[src/rtl/nor_seq_pkg.sv]
package nor_seq_pkg;

  localparam logic [7:0] OP_NOP       = 8'h00;
  localparam logic [7:0] OP_PROG_A    = 8'h10;
  localparam logic [7:0] OP_ERASE     = 8'h20;
  localparam logic [7:0] OP_ERASE_ALT = 8'h28;
  localparam logic [7:0] OP_PROG_B    = 8'h40;
  localparam logic [7:0] OP_CLRST     = 8'h50;
  localparam logic [7:0] OP_LOCK      = 8'h60;
  localparam logic [7:0] OP_STATUS    = 8'h70;
  localparam logic [7:0] OP_IDENT     = 8'h90;
  localparam logic [7:0] OP_QUERY     = 8'h98;
  localparam logic [7:0] OP_BUFWR     = 8'hE8;
  localparam logic [7:0] OP_ALT_RESET = 8'hF0;
  localparam logic [7:0] OP_ARRAY     = 8'hFF;
  localparam logic [7:0] OP_CONFIRM   = 8'hD0;
  localparam logic [7:0] OP_LOCK_SET  = 8'h01;

  localparam int ST_READY = 7;
  localparam int ST_ERASE_ERR = 5;
  localparam int ST_PROG_ERR = 4;

  typedef enum logic [1:0] {PH_IDLE, PH_ARG, PH_DATA, PH_CONFIRM} phase_t;
  typedef enum logic [1:0] {SRC_ARRAY, SRC_STATUS, SRC_IDENT, SRC_QUERY} rdsrc_t;

  function automatic rdsrc_t read_source(input logic [7:0] op);
    case (op)
      OP_PROG_A, OP_ERASE, OP_ERASE_ALT, OP_PROG_B,
      OP_CLRST, OP_LOCK, OP_STATUS, OP_BUFWR: return SRC_STATUS;
      OP_IDENT: return SRC_IDENT;
      OP_QUERY: return SRC_QUERY;
      default:  return SRC_ARRAY;
    endcase
  endfunction

  function automatic logic [7:0] query_byte(input logic [7:0] idx, input logic [7:0] size_log2);
    case (idx)
      8'h10:   return 8'h51;
      8'h11:   return 8'h52;
      8'h12:   return 8'h59;
      8'h13:   return 8'h01;
      8'h27:   return size_log2;
      8'h2C:   return 8'h01;
      default: return 8'h00;
    endcase
  endfunction

endpackage

[src/rtl/nor_seq_ctrl.sv]
module nor_seq_ctrl
  import nor_seq_pkg::*;
#(
  parameter int CNT_W = 8
) (
  input  logic             clk,
  input  logic             rst,
  input  logic             wr_en,
  input  logic [7:0]       wr_byte,
  input  logic [CNT_W-1:0] cnt_in,
  input  logic             wp,
  output logic             prog_we,
  output logic             erase_we,
  output logic [7:0]       op_q,
  output logic [7:0]       status_q
);

  phase_t           ph_q, nxt_ph;
  logic [7:0]       nxt_op, nxt_st;
  logic [CNT_W-1:0] cnt_q, nxt_cnt;
  logic             seq_reset;

  always_comb begin
    nxt_op    = op_q;
    nxt_ph    = ph_q;
    nxt_st    = status_q;
    nxt_cnt   = cnt_q;
    prog_we   = 1'b0;
    erase_we  = 1'b0;
    seq_reset = 1'b0;
    if (wr_en) begin
      case (ph_q)
        PH_IDLE: begin
          case (wr_byte)
            OP_NOP, OP_ALT_RESET, OP_ARRAY: seq_reset = 1'b1;
            OP_PROG_A, OP_PROG_B, OP_LOCK, OP_QUERY: begin
              nxt_op = wr_byte;
              nxt_ph = PH_ARG;
            end
            OP_ERASE: begin
              if (wp) nxt_st[ST_ERASE_ERR] = 1'b1;
              else    erase_we = 1'b1;
              nxt_st[ST_READY] = 1'b1;
              nxt_op = wr_byte;
              nxt_ph = PH_ARG;
            end
            OP_BUFWR: begin
              nxt_st[ST_READY] = 1'b1;
              nxt_op = wr_byte;
              nxt_ph = PH_ARG;
            end
            OP_CLRST: begin
              nxt_st = '0;
              seq_reset = 1'b1;
            end
            OP_STATUS, OP_IDENT: nxt_op = wr_byte;
            default: seq_reset = 1'b1;
          endcase
        end
        PH_ARG: begin
          case (op_q)
            OP_PROG_A, OP_PROG_B: begin
              if (wp) nxt_st[ST_PROG_ERR] = 1'b1;
              else    prog_we = 1'b1;
              nxt_st[ST_READY] = 1'b1;
              nxt_ph = PH_IDLE;
            end
            OP_ERASE, OP_ERASE_ALT: begin
              if (wr_byte == OP_CONFIRM) begin
                nxt_st[ST_READY] = 1'b1;
                nxt_ph = PH_IDLE;
              end else begin
                seq_reset = 1'b1;
              end
            end
            OP_BUFWR: begin
              nxt_cnt = cnt_in;
              nxt_ph  = PH_DATA;
            end
            OP_LOCK: begin
              if (wr_byte == OP_CONFIRM || wr_byte == OP_LOCK_SET) begin
                nxt_st[ST_READY] = 1'b1;
                nxt_ph = PH_IDLE;
              end else begin
                seq_reset = 1'b1;
              end
            end
            OP_QUERY: if (wr_byte == OP_ARRAY) seq_reset = 1'b1;
            default: seq_reset = 1'b1;
          endcase
        end
        PH_DATA: begin
          if (op_q == OP_BUFWR) begin
            if (wp) nxt_st[ST_PROG_ERR] = 1'b1;
            else    prog_we = 1'b1;
            nxt_st[ST_READY] = 1'b1;
            if (cnt_q == '0) nxt_ph = PH_CONFIRM;
            nxt_cnt = cnt_q - 1'b1;
          end else begin
            seq_reset = 1'b1;
          end
        end
        default: begin
          if (op_q == OP_BUFWR && wr_byte == OP_CONFIRM) begin
            nxt_st[ST_READY] = 1'b1;
            nxt_ph = PH_IDLE;
          end else begin
            seq_reset = 1'b1;
          end
        end
      endcase
    end
    if (seq_reset) begin
      nxt_op = OP_NOP;
      nxt_ph = PH_IDLE;
    end
  end

  always_ff @(posedge clk) begin
    if (rst) begin
      op_q     <= OP_NOP;
      ph_q     <= PH_IDLE;
      status_q <= '0;
      cnt_q    <= '0;
    end else begin
      op_q     <= nxt_op;
      ph_q     <= nxt_ph;
      status_q <= nxt_st;
      cnt_q    <= nxt_cnt;
    end
  end

  assert_data_phase_bufwr_R4: assert property (@(posedge clk) disable iff (rst)
    (ph_q == PH_DATA || ph_q == PH_CONFIRM) |-> op_q == OP_BUFWR);

  assert_ready_after_store_R5: assert property (@(posedge clk) disable iff (rst)
    (prog_we || erase_we) |=> status_q[ST_READY]);

  assert_prog_err_from_wp_R6: assert property (@(posedge clk) disable iff (rst)
    $rose(status_q[ST_PROG_ERR]) |-> $past(wp));

  assert_erase_err_from_wp_R6: assert property (@(posedge clk) disable iff (rst)
    $rose(status_q[ST_ERASE_ERR]) |-> $past(wp));

  assert_clear_status_R7: assert property (@(posedge clk) disable iff (rst)
    (wr_en && ph_q == PH_IDLE && wr_byte == OP_CLRST) |=> (status_q == 8'h00 && op_q == OP_NOP));

  assert_mode_no_advance_R8: assert property (@(posedge clk) disable iff (rst)
    (wr_en && ph_q == PH_IDLE && (wr_byte == OP_STATUS || wr_byte == OP_IDENT)) |=> ph_q == PH_IDLE);

endmodule

[src/rtl/nor_seq_store.sv]
module nor_seq_store #(
  parameter int WORD_W    = 16,
  parameter int DEPTH     = 128,
  parameter int BLK_WORDS = 16
) (
  input  logic                     clk,
  input  logic                     rst,
  input  logic                     we,
  input  logic                     erase,
  input  logic [$clog2(DEPTH)-1:0] idx,
  input  logic [WORD_W-1:0]        wdata,
  output logic [WORD_W-1:0]        rdata
);

  localparam int IDX_W   = $clog2(DEPTH);
  localparam int BLK_LOG = $clog2(BLK_WORDS);

  logic [WORD_W-1:0] mem [DEPTH];
  logic [IDX_W-1:0]  blk_sel;

  assign blk_sel = idx >> BLK_LOG;
  assign rdata   = mem[idx];

  always_ff @(posedge clk) begin
    for (int i = 0; i < DEPTH; i++) begin
      if (rst) begin
        mem[i] <= '1;
      end else if (erase && ((IDX_W'(i) >> BLK_LOG) == blk_sel)) begin
        mem[i] <= '1;
      end else if (we && idx == IDX_W'(i)) begin
        mem[i] <= wdata;
      end
    end
  end

  assert_program_lands_R2: assert property (@(posedge clk) disable iff (rst)
    we |=> mem[$past(idx)] == $past(wdata));

  assert_erase_fills_block_R3: assert property (@(posedge clk) disable iff (rst)
    erase |=> mem[($past(idx) >> BLK_LOG) << BLK_LOG] == '1);

endmodule

[src/rtl/nor_seq_rdmux.sv]
module nor_seq_rdmux
  import nor_seq_pkg::*;
#(
  parameter int          BANK_BYTES  = 2,
  parameter int          DEV_BYTES   = 1,
  parameter int          IDX_W       = 7,
  parameter logic [15:0] VENDOR_CODE = 16'h0089,
  parameter logic [15:0] PART_CODE   = 16'h0018,
  parameter logic [7:0]  SIZE_LOG2   = 8'd8
) (
  input  logic [7:0]              op,
  input  logic [7:0]              status,
  input  logic [IDX_W-1:0]        word_idx,
  input  logic [8*BANK_BYTES-1:0] array_word,
  output logic [8*BANK_BYTES-1:0] rd_data
);

  localparam int LANE_W = 8 * DEV_BYTES;
  localparam int LANES  = BANK_BYTES / DEV_BYTES;

  rdsrc_t                  src;
  logic [LANE_W-1:0]       lane_val;
  logic [8*BANK_BYTES-1:0] rep;

  assign src = read_source(op);

  always_comb begin
    case (src)
      SRC_STATUS: lane_val = LANE_W'(status);
      SRC_IDENT: begin
        if (word_idx == IDX_W'(0))      lane_val = LANE_W'(VENDOR_CODE);
        else if (word_idx == IDX_W'(1)) lane_val = LANE_W'(PART_CODE);
        else                            lane_val = '0;
      end
      SRC_QUERY: lane_val = LANE_W'(query_byte(8'(word_idx), SIZE_LOG2));
      default:   lane_val = '0;
    endcase
  end

  for (genvar g = 0; g < LANES; g++) begin : g_lane
    assign rep[g*LANE_W +: LANE_W] = lane_val;
  end

  assign rd_data = (src == SRC_ARRAY) ? array_word : rep;

endmodule

[src/rtl/nor_cmd_seq.sv]
module nor_cmd_seq
  import nor_seq_pkg::*;
#(
  parameter int          BANK_BYTES  = 2,
  parameter int          DEV_BYTES   = 1,
  parameter int          ADDR_W      = 8,
  parameter int          BLOCK_BYTES = 32,
  parameter logic [15:0] VENDOR_CODE = 16'h0089,
  parameter logic [15:0] PART_CODE   = 16'h0018
) (
  input  logic                    clk,
  input  logic                    rst,
  input  logic                    wr_en,
  input  logic [ADDR_W-1:0]       addr,
  input  logic [8*BANK_BYTES-1:0] wr_data,
  input  logic                    wp,
  output logic [8*BANK_BYTES-1:0] rd_data
);

  localparam int WORD_W    = 8 * BANK_BYTES;
  localparam int OFS_LOG   = $clog2(BANK_BYTES);
  localparam int DEPTH     = (2 ** ADDR_W) / BANK_BYTES;
  localparam int IDX_W     = $clog2(DEPTH);
  localparam int BLK_WORDS = BLOCK_BYTES / BANK_BYTES;
  localparam int CNT_W     = 8 * DEV_BYTES;

  logic [IDX_W-1:0]  word_idx;
  logic              prog_we, erase_we;
  logic [7:0]        op_q, status_q;
  logic [WORD_W-1:0] array_word;

  assign word_idx = IDX_W'(addr >> OFS_LOG);

  nor_seq_ctrl #(.CNT_W(CNT_W)) u_ctrl (
    .clk      (clk),
    .rst      (rst),
    .wr_en    (wr_en),
    .wr_byte  (wr_data[7:0]),
    .cnt_in   (wr_data[CNT_W-1:0]),
    .wp       (wp),
    .prog_we  (prog_we),
    .erase_we (erase_we),
    .op_q     (op_q),
    .status_q (status_q)
  );

  nor_seq_store #(.WORD_W(WORD_W), .DEPTH(DEPTH), .BLK_WORDS(BLK_WORDS)) u_store (
    .clk   (clk),
    .rst   (rst),
    .we    (prog_we),
    .erase (erase_we),
    .idx   (word_idx),
    .wdata (wr_data),
    .rdata (array_word)
  );

  nor_seq_rdmux #(
    .BANK_BYTES  (BANK_BYTES),
    .DEV_BYTES   (DEV_BYTES),
    .IDX_W       (IDX_W),
    .VENDOR_CODE (VENDOR_CODE),
    .PART_CODE   (PART_CODE),
    .SIZE_LOG2   (8'(ADDR_W))
  ) u_rdmux (
    .op         (op_q),
    .status     (status_q),
    .word_idx   (word_idx),
    .array_word (array_word),
    .rd_data    (rd_data)
  );

  assert_aligned_access_R2: assert property (@(posedge clk) disable iff (rst)
    wr_en |-> (addr % BANK_BYTES) == 0);

  assert_wp_keeps_array_R6: assert property (@(posedge clk) disable iff (rst)
    (wp && wr_en && op_q == OP_NOP) |=> $stable(array_word));

endmodule

[config.mk]
export PLATFORM = sky130hd
export DESIGN_NAME = nor_cmd_seq
export DESIGN_NICKNAME = d
export VERILOG_FILES = /design/src/rtl/nor_seq_pkg.sv /design/src/rtl/nor_seq_ctrl.sv /design/src/rtl/nor_seq_store.sv /design/src/rtl/nor_seq_rdmux.sv /design/src/rtl/nor_cmd_seq.sv
export SDC_FILE = /design/constraint.sdc
export NUM_CORES = 2
export LEC_CHECK = 0
export BUFFER_PORTS_ARGS = -buffer_cell sky130_fd_sc_hd__buf_4
export CAP_MARGIN = 20
export CORE_ASPECT_RATIO = 0.6
export CORE_MARGIN = 2
export CORE_UTILIZATION = 45
export CTS_CLUSTER_DIAMETER = 30
export DETAILED_ROUTE_END_ITERATION = 8
export SETUP_SLACK_MARGIN = 0.5
export SYNTH_ARGS = -nofsm -noshare
export SYNTH_HDL_FRONTEND = slang
export SYNTH_SLANG_ARGS = --single-unit
[constraint.sdc]
create_clock -name clk -period 6.75 [get_ports clk]
set_input_delay 1.35 -clock clk [delete_from_list [all_inputs] [get_ports clk]]
set_output_delay 1.35 -clock clk [all_outputs]
set_load 0.005 [all_outputs]
---- After elaboration in Yosys (flattened, before gate mapping) ----
Memories as Yosys holds them, arrays and structs flattened.
Cells that the tools add are included.
cells by class
  add/subtract/negate cells ............... 1
  equal/unequal tests ..................... 173
  multiplexer cells ....................... 842
  bitwise gates (word level) .............. 256
  reduce and logical (&&, ||, !) cells .... 162
operator list
  operator                                                                number
  16-bit 2-to-1 mux                                                       257
  1-bit 2-to-1 mux                                                        560
  7-bit equality test (second input constant)                             64
  1-bit bitwise OR                                                        256
  7-bit by 6-bit equality test with 1-bit output (second input constant)  32
  1-bit logical AND                                                       137
  7-bit by 5-bit equality test with 1-bit output (second input constant)  16
  8-bit by 7-bit equality test with 1-bit output (second input constant)  8
  8-bit equality test (second input constant)                             8
  7-bit by 4-bit equality test with 1-bit output (second input constant)  8
  7-bit one-hot mux with 5 select lines                                   1
  7-bit by 3-bit equality test with 1-bit output (second input constant)  4
  8-bit by 6-bit equality test with 1-bit output (second input constant)  3
  8-bit 2-to-1 mux                                                        3
  8-bit one-hot mux with 3 select lines                                   1
  8-bit by 5-bit equality test with 1-bit output (second input constant)  2
  8-bit one-hot mux with 2 select lines                                   1
  8-bit OR reduction                                                      2
  7-bit by 2-bit equality test with 1-bit output (second input constant)  2
  7-bit logical NOT                                                       2
  3-bit equality test (first input constant)                              4
  2-bit 2-to-1 mux                                                        6
  1-bit one-hot mux with 3 select lines                                   4
  2-bit one-hot mux with 3 select lines                                   2
  31 further kinds                                                        51
word-level totals
  register bits ........................... 21
  bits in writable memories ............... 2048
  input bits .............................. 28
  logic and storage cells ................. 1441
  memories ................................ 1
memories
  name         depth  width  read ports  clocked after memory_dff  wr ports  line                 RTL
  u_store.mem  128    16     1           0                         128       nor_seq_store.sv:18  logic [WORD_W-1:0] mem [DEPTH];

---- Longest topological paths before layout ----
  depth after elaboration ................. 11
  mapped depth ............................ 12
  gate-level depth less buffers ........... 8

---- By module ----
Synthesis repeated with hierarchy kept, for this count alone.
second synthesis, totals
  cells, all modules ...................... 6473
  area total of the unflattened synthesis .. 96336.1 um^2
by module, submodules not included
  module         times used  cells each  area an instance (um^2)  seq. area each (um^2)
  nor_seq_store  1           6207        94383.0                  61499.0
  nor_seq_ctrl   1           196         1514.0                   420.4
  nor_seq_rdmux  1           70          439.2                    0.0

---- Worst setup path before layout ----
OpenSTA, ideal clock, no wires.
  path kind ............................... input -> output
  start ................................... input port addr[1]
  end ..................................... output port rd_data[8]
  arrival ................................. 3.838 ns
  slack ................................... 1.562 ns
  stages on the path ...................... 10
  cell sequence ........................... buf_4 > buf_4 > buf_2 > buf_2 > buf_2 > mux4_2 > a221oi_1 > o21ai_0 > a211oi_1 > o21bai_1
between the ends
  longest elaborated chain between the ends .. 5
  elaborated cells between the ends (all ways) .. 13
ends and longest elaborated chain
  element                                                                                                                  line                 RTL
  start, declared                                                                                                          nor_cmd_seq.sv:14    input logic [ADDR_W-1:0] addr,
  7-bit by 5-bit equality test with 1-bit output / 7-bit by 6-bit equality test with 1-bit output (equally long branches)  nor_seq_pkg.sv:37    case (idx)
  2-bit OR reduction (no source line)                                                                                      --
  7-bit one-hot mux with 5 select lines                                                                                    nor_seq_pkg.sv:37
  8-bit one-hot mux with 3 select lines                                                                                    nor_seq_rdmux.sv:28  case (src)
  16-bit 2-to-1 mux (*)                                                                                                    nor_seq_rdmux.sv:44  assign rd_data = (src == SRC_ARRAY) ? array_word : rep;
  end, declared                                                                                                            nor_cmd_seq.sv:17    output logic [8*BANK_BYTES-1:0] rd_data
Mark *: on every way between the ends. The rest lies on a longest branch, timed or not.

---- Worst setup path after layout ----
  start ................................... input port addr[3]
  end ..................................... output port rd_data[9]
Same word-level chain as after synthesis.

==> flow_summary.ini <==
[run_status]
outcome = finished clean

[worst_setup_path]
crit_required_ps = 5400
worstSetupStartpointType = input port
cp_slowest_cell = a2111oi_0
cp_top_family = compound AO/OA/AOI/OAI gates
slowest_delay_ps = 960
worstPathMaxFanout = 32
crit_type = input port to output pin
crit_top_cell = buf_4
cp.depth = 9
critPathBufInv = 3
crit_arrival_ps = 5050
reg2regPathDepth = 8
crit_path_end_kind = output pin
path_cells = buf_4 -> nor2_1 -> nand2_1 -> o22ai_1 -> a2111oi_0 -> o31ai_1 -> o21ai_0 -> buf_4 -> buf_4

[power]
power_mw = 31.8
powerDensity_nw_per_um2 = 289
p_leak_nw = 28.2
vdd_ir_drop_max_mv = 0.203

[yosys]
ys_types = 73
ys_ff_latch = 2069
syn-mean-instance-area_um2 = 14.9
synth_flop_cell = edfxtp_1
syn_area_um2 = 94900
async_flop_share_pct = 0
syn_nets = 6393
synth_edf_count = 2048
yosysWarnings = 0
synth_seq_area_share_pct = 65.2
synthCells = 6359

[cts]
cts_tree = done
h-tree-depth = 5
path_clk_slew_ps = 60
clk_path_buf_depth = 4
postCtsHoldBufs = 0
cts_made_buffers = 309
clk_latency_ps = 840
cts.sinks = 2069
root_buffer = clkbuf_16

[placed_design]
dp_slack_ps = 653
portBuffers = 42
finalWeightedCongestion = 0.994
dpl_cell_area_um2 = 99600
place_hpwl_um = 199000

[layout]
regArea_um2 = 61900
design_area_um2 = 110000
n_fill_cell = 17000
synthToLayoutAreaGrowth_pct = 16.0
layout-drive-gt1-share_pct = 50.2
nets = 6505
multiInputGateArea_um2 = 30700

[flow_run]
cap_violations = 0

[drt]
vias = 58200
drt_iter0_markers = 8628
finalWirelength_um = 308000
wl_per_cell_um = 32.5
first_pass_iters = 6
drcViolationCount = 0
ant_nets = 0
viasPerCell = 6.13

[grt]
grt_pass1_vias = 56000
antenna_found_initial = 18
grt_pass1_wl_um = 434000
grt_overflow = 0
grt_max_degree = 89
grt_usage_pct = 28.5

[die]
dieArea_um2 = 215000
placementRows = 130
initial_core_util_pct = 45.3
fp.dieW_um = 597
die_h_um = 360
io_pins = 44
core_um2 = 210000

[timing]
max_freq_ghz = 0.156
fin_worst_skew_ps = 39.4
min_period_ps = 6400
setup_slack_ps = 353
maxSlewHeadroom_pct = 14.6
rsz0062_at_grt = false
final.setup.tns_ps = 0
hold-worst-slack_ps = 495
worst_pin_slew_ps = 1270
timing.final.crit_share_pct = 94.8
drv_slew = 0
hold_viol_final = 0
setup_viol = 0

[hold_path]
hp-class = flop to flop
worstHoldPathCells = 2
==> cell families (layout without fill, tap and decap cells) <==
| group | after synthesis | in the layout | share of synthesized area, % |
|---|---|---|---|
| compound gates | 397 | 397 | 2.95 |
| xor+xnor | 2 | 2 | 0.0185 |
| fa+ha+maj | 6 | 6 | 0.0791 |
| buf+inv | 627 | 987 | 2.62 |
| flops | 2069 | 2069 | 65.2 |
| mux | 595 | 595 | 12.7 |
| other cells | 0 | 5 | 0 |
| simple gates | 2663 | 2663 | 16.4 |
==> power breakdown <==
group	internal [mW]	switching [mW]	total [mW]
sequential	14.1	0.000706	14.1
clock	10.0	6.24	16.2
combinational	0.342	1.18	1.53
==> what timing repair did <==
| action | in CTS | in global routing |
|---|---|---|
| gates resized for setup | 0 | 1 |
| setup endpoints to repair | 0 | 1 |
| buffers inserted | 0 | 0 |
==> worst reg2reg max path, delay by kind of cell, from the launching register on <==
| family | cells | cell delay [ps] |
|---|---|---|
| AND/OR/NAND/NOR | 4 | 2430 |
| AO/OA/AOI/OAI | 1 | 710 |
| buffers and inverters | 2 | 540 |
| flip-flops | 1 | 320 |
| adder cells (fa/ha/maj) | 1 | 680 |
==> synthesized netlist by cell type (all sizes together) (6+ instances only) <==
library cell / n / share of area [%]
o211ai: 13 / 0.10
nor2: 58 / 0.23
and3: 9 / 0.059
nand2b: 13 / 0.086
clkbuf: 483 / 1.9
o31ai: 9 / 0.071
nor2b: 19 / 0.13
or3b: 6 / 0.055
a311oi: 7 / 0.065
o21ai: 27 / 0.14
and2: 10 / 0.066
or3: 19 / 0.13
a211oi: 20 / 0.16
a31oi: 24 / 0.16
a22oi: 74 / 0.59
buf: 130 / 0.66
ha: 6 / 0.079
mux2: 7 / 0.083
inv: 11 / 0.043
edfxtp: 2048 / 65
nand3: 150 / 0.79
o21a: 12 / 0.095
nor3b: 7 / 0.055
o2111ai: 8 / 0.074
nand3b: 6 / 0.047
mux4: 489 / 12
a22o: 8 / 0.074
o221ai: 15 / 0.14
nor4: 12 / 0.11
nand2: 357 / 1.4
dfxtp: 21 / 0.44
a221oi: 11 / 0.10
mux2i: 99 / 1.0
or2: 1922 / 13
a2111oi: 18 / 0.17
o22ai: 63 / 0.42
nand4: 12 / 0.079
nor3: 51 / 0.34
a21oi: 51 / 0.27
==> metrics by stage <==
step | cells | util (%)
3_3_place_gp | 8924 | 47.6
3_5_place_dp | 8925 | 47.6
4_1_cts | 9484 | 52.5
5_1_grt | 9491 | 52.6
6_report | 9496 | 52.6
2_1_floorplan | 6359 | -
==> layout by cell type, fill, tap and decap left out, types with 15 or more instances in the layout <==
master         n
edfxtp_1    2048
or2_2       1916
mux4_2       489
buf_4        373
nand2_1      357
clkbuf_16    316
nand3_1      150
mux2i_1       99
a22oi_1       74
o22ai_1       63
nor2_1        56
a21oi_1       50
inv_6         43
clkinv_1      35
clkbuf_1      35
bufinv_16     34
clkinv_2      34
nor3_1        33
buf_12        31
clkinv_4      28
o21ai_0       24
a31oi_1       22
clkinvlp_4    21
dfxtp_1       21
a211oi_1      19
or3_1         19
a2111oi_0     17
o221ai_1      15
nor2b_1       15
==> area by class of cell <==
type	instances	share of cell area, %
Tap cell	2772	3.15
Timing Repair Buffer	414	3.25
Clock inverter	207	2.07
Clock buffer	352	7.31
Antenna cell	5	0.0114
Multi-Input combinational cell	3663	27.9
Sequential cell	2069	56.2
Inverter	14	0.0523
==> path summary, 6_finish.rpt <==
path	from	to	slack (ps)
max	addr[3]	rd_data[9]	350
min	u_ctrl.cnt_q[1]	u_ctrl.cnt_q[1]	500
max reg2reg	u_ctrl.ph_q[0]	u_store.mem[26][15]	1700
min reg2reg	u_ctrl.cnt_q[1]	u_ctrl.cnt_q[1]	500
==> routing by layer <==
layer	part of all wire (%)	track usage, %	vias up	routed length (µm)
li1	-	-	23900	-
met1	43	43.1	30300	131000
met2	40	37.3	3452	123000
met3	14	11.0	539	43800
met4	3.3	8.55	2	10100
met5	0.0049	0	-	15
==> registers in the layout, indices dropped and copies added, names as in the netlist <==
name / cells
u_ctrl.cnt_q: 8
u_ctrl.op_q: 8
u_ctrl.ph_q: 2
u_ctrl.status_q: 3
u_store.mem: 2048
Note: power is estimated with default switching activity, not from simulation.
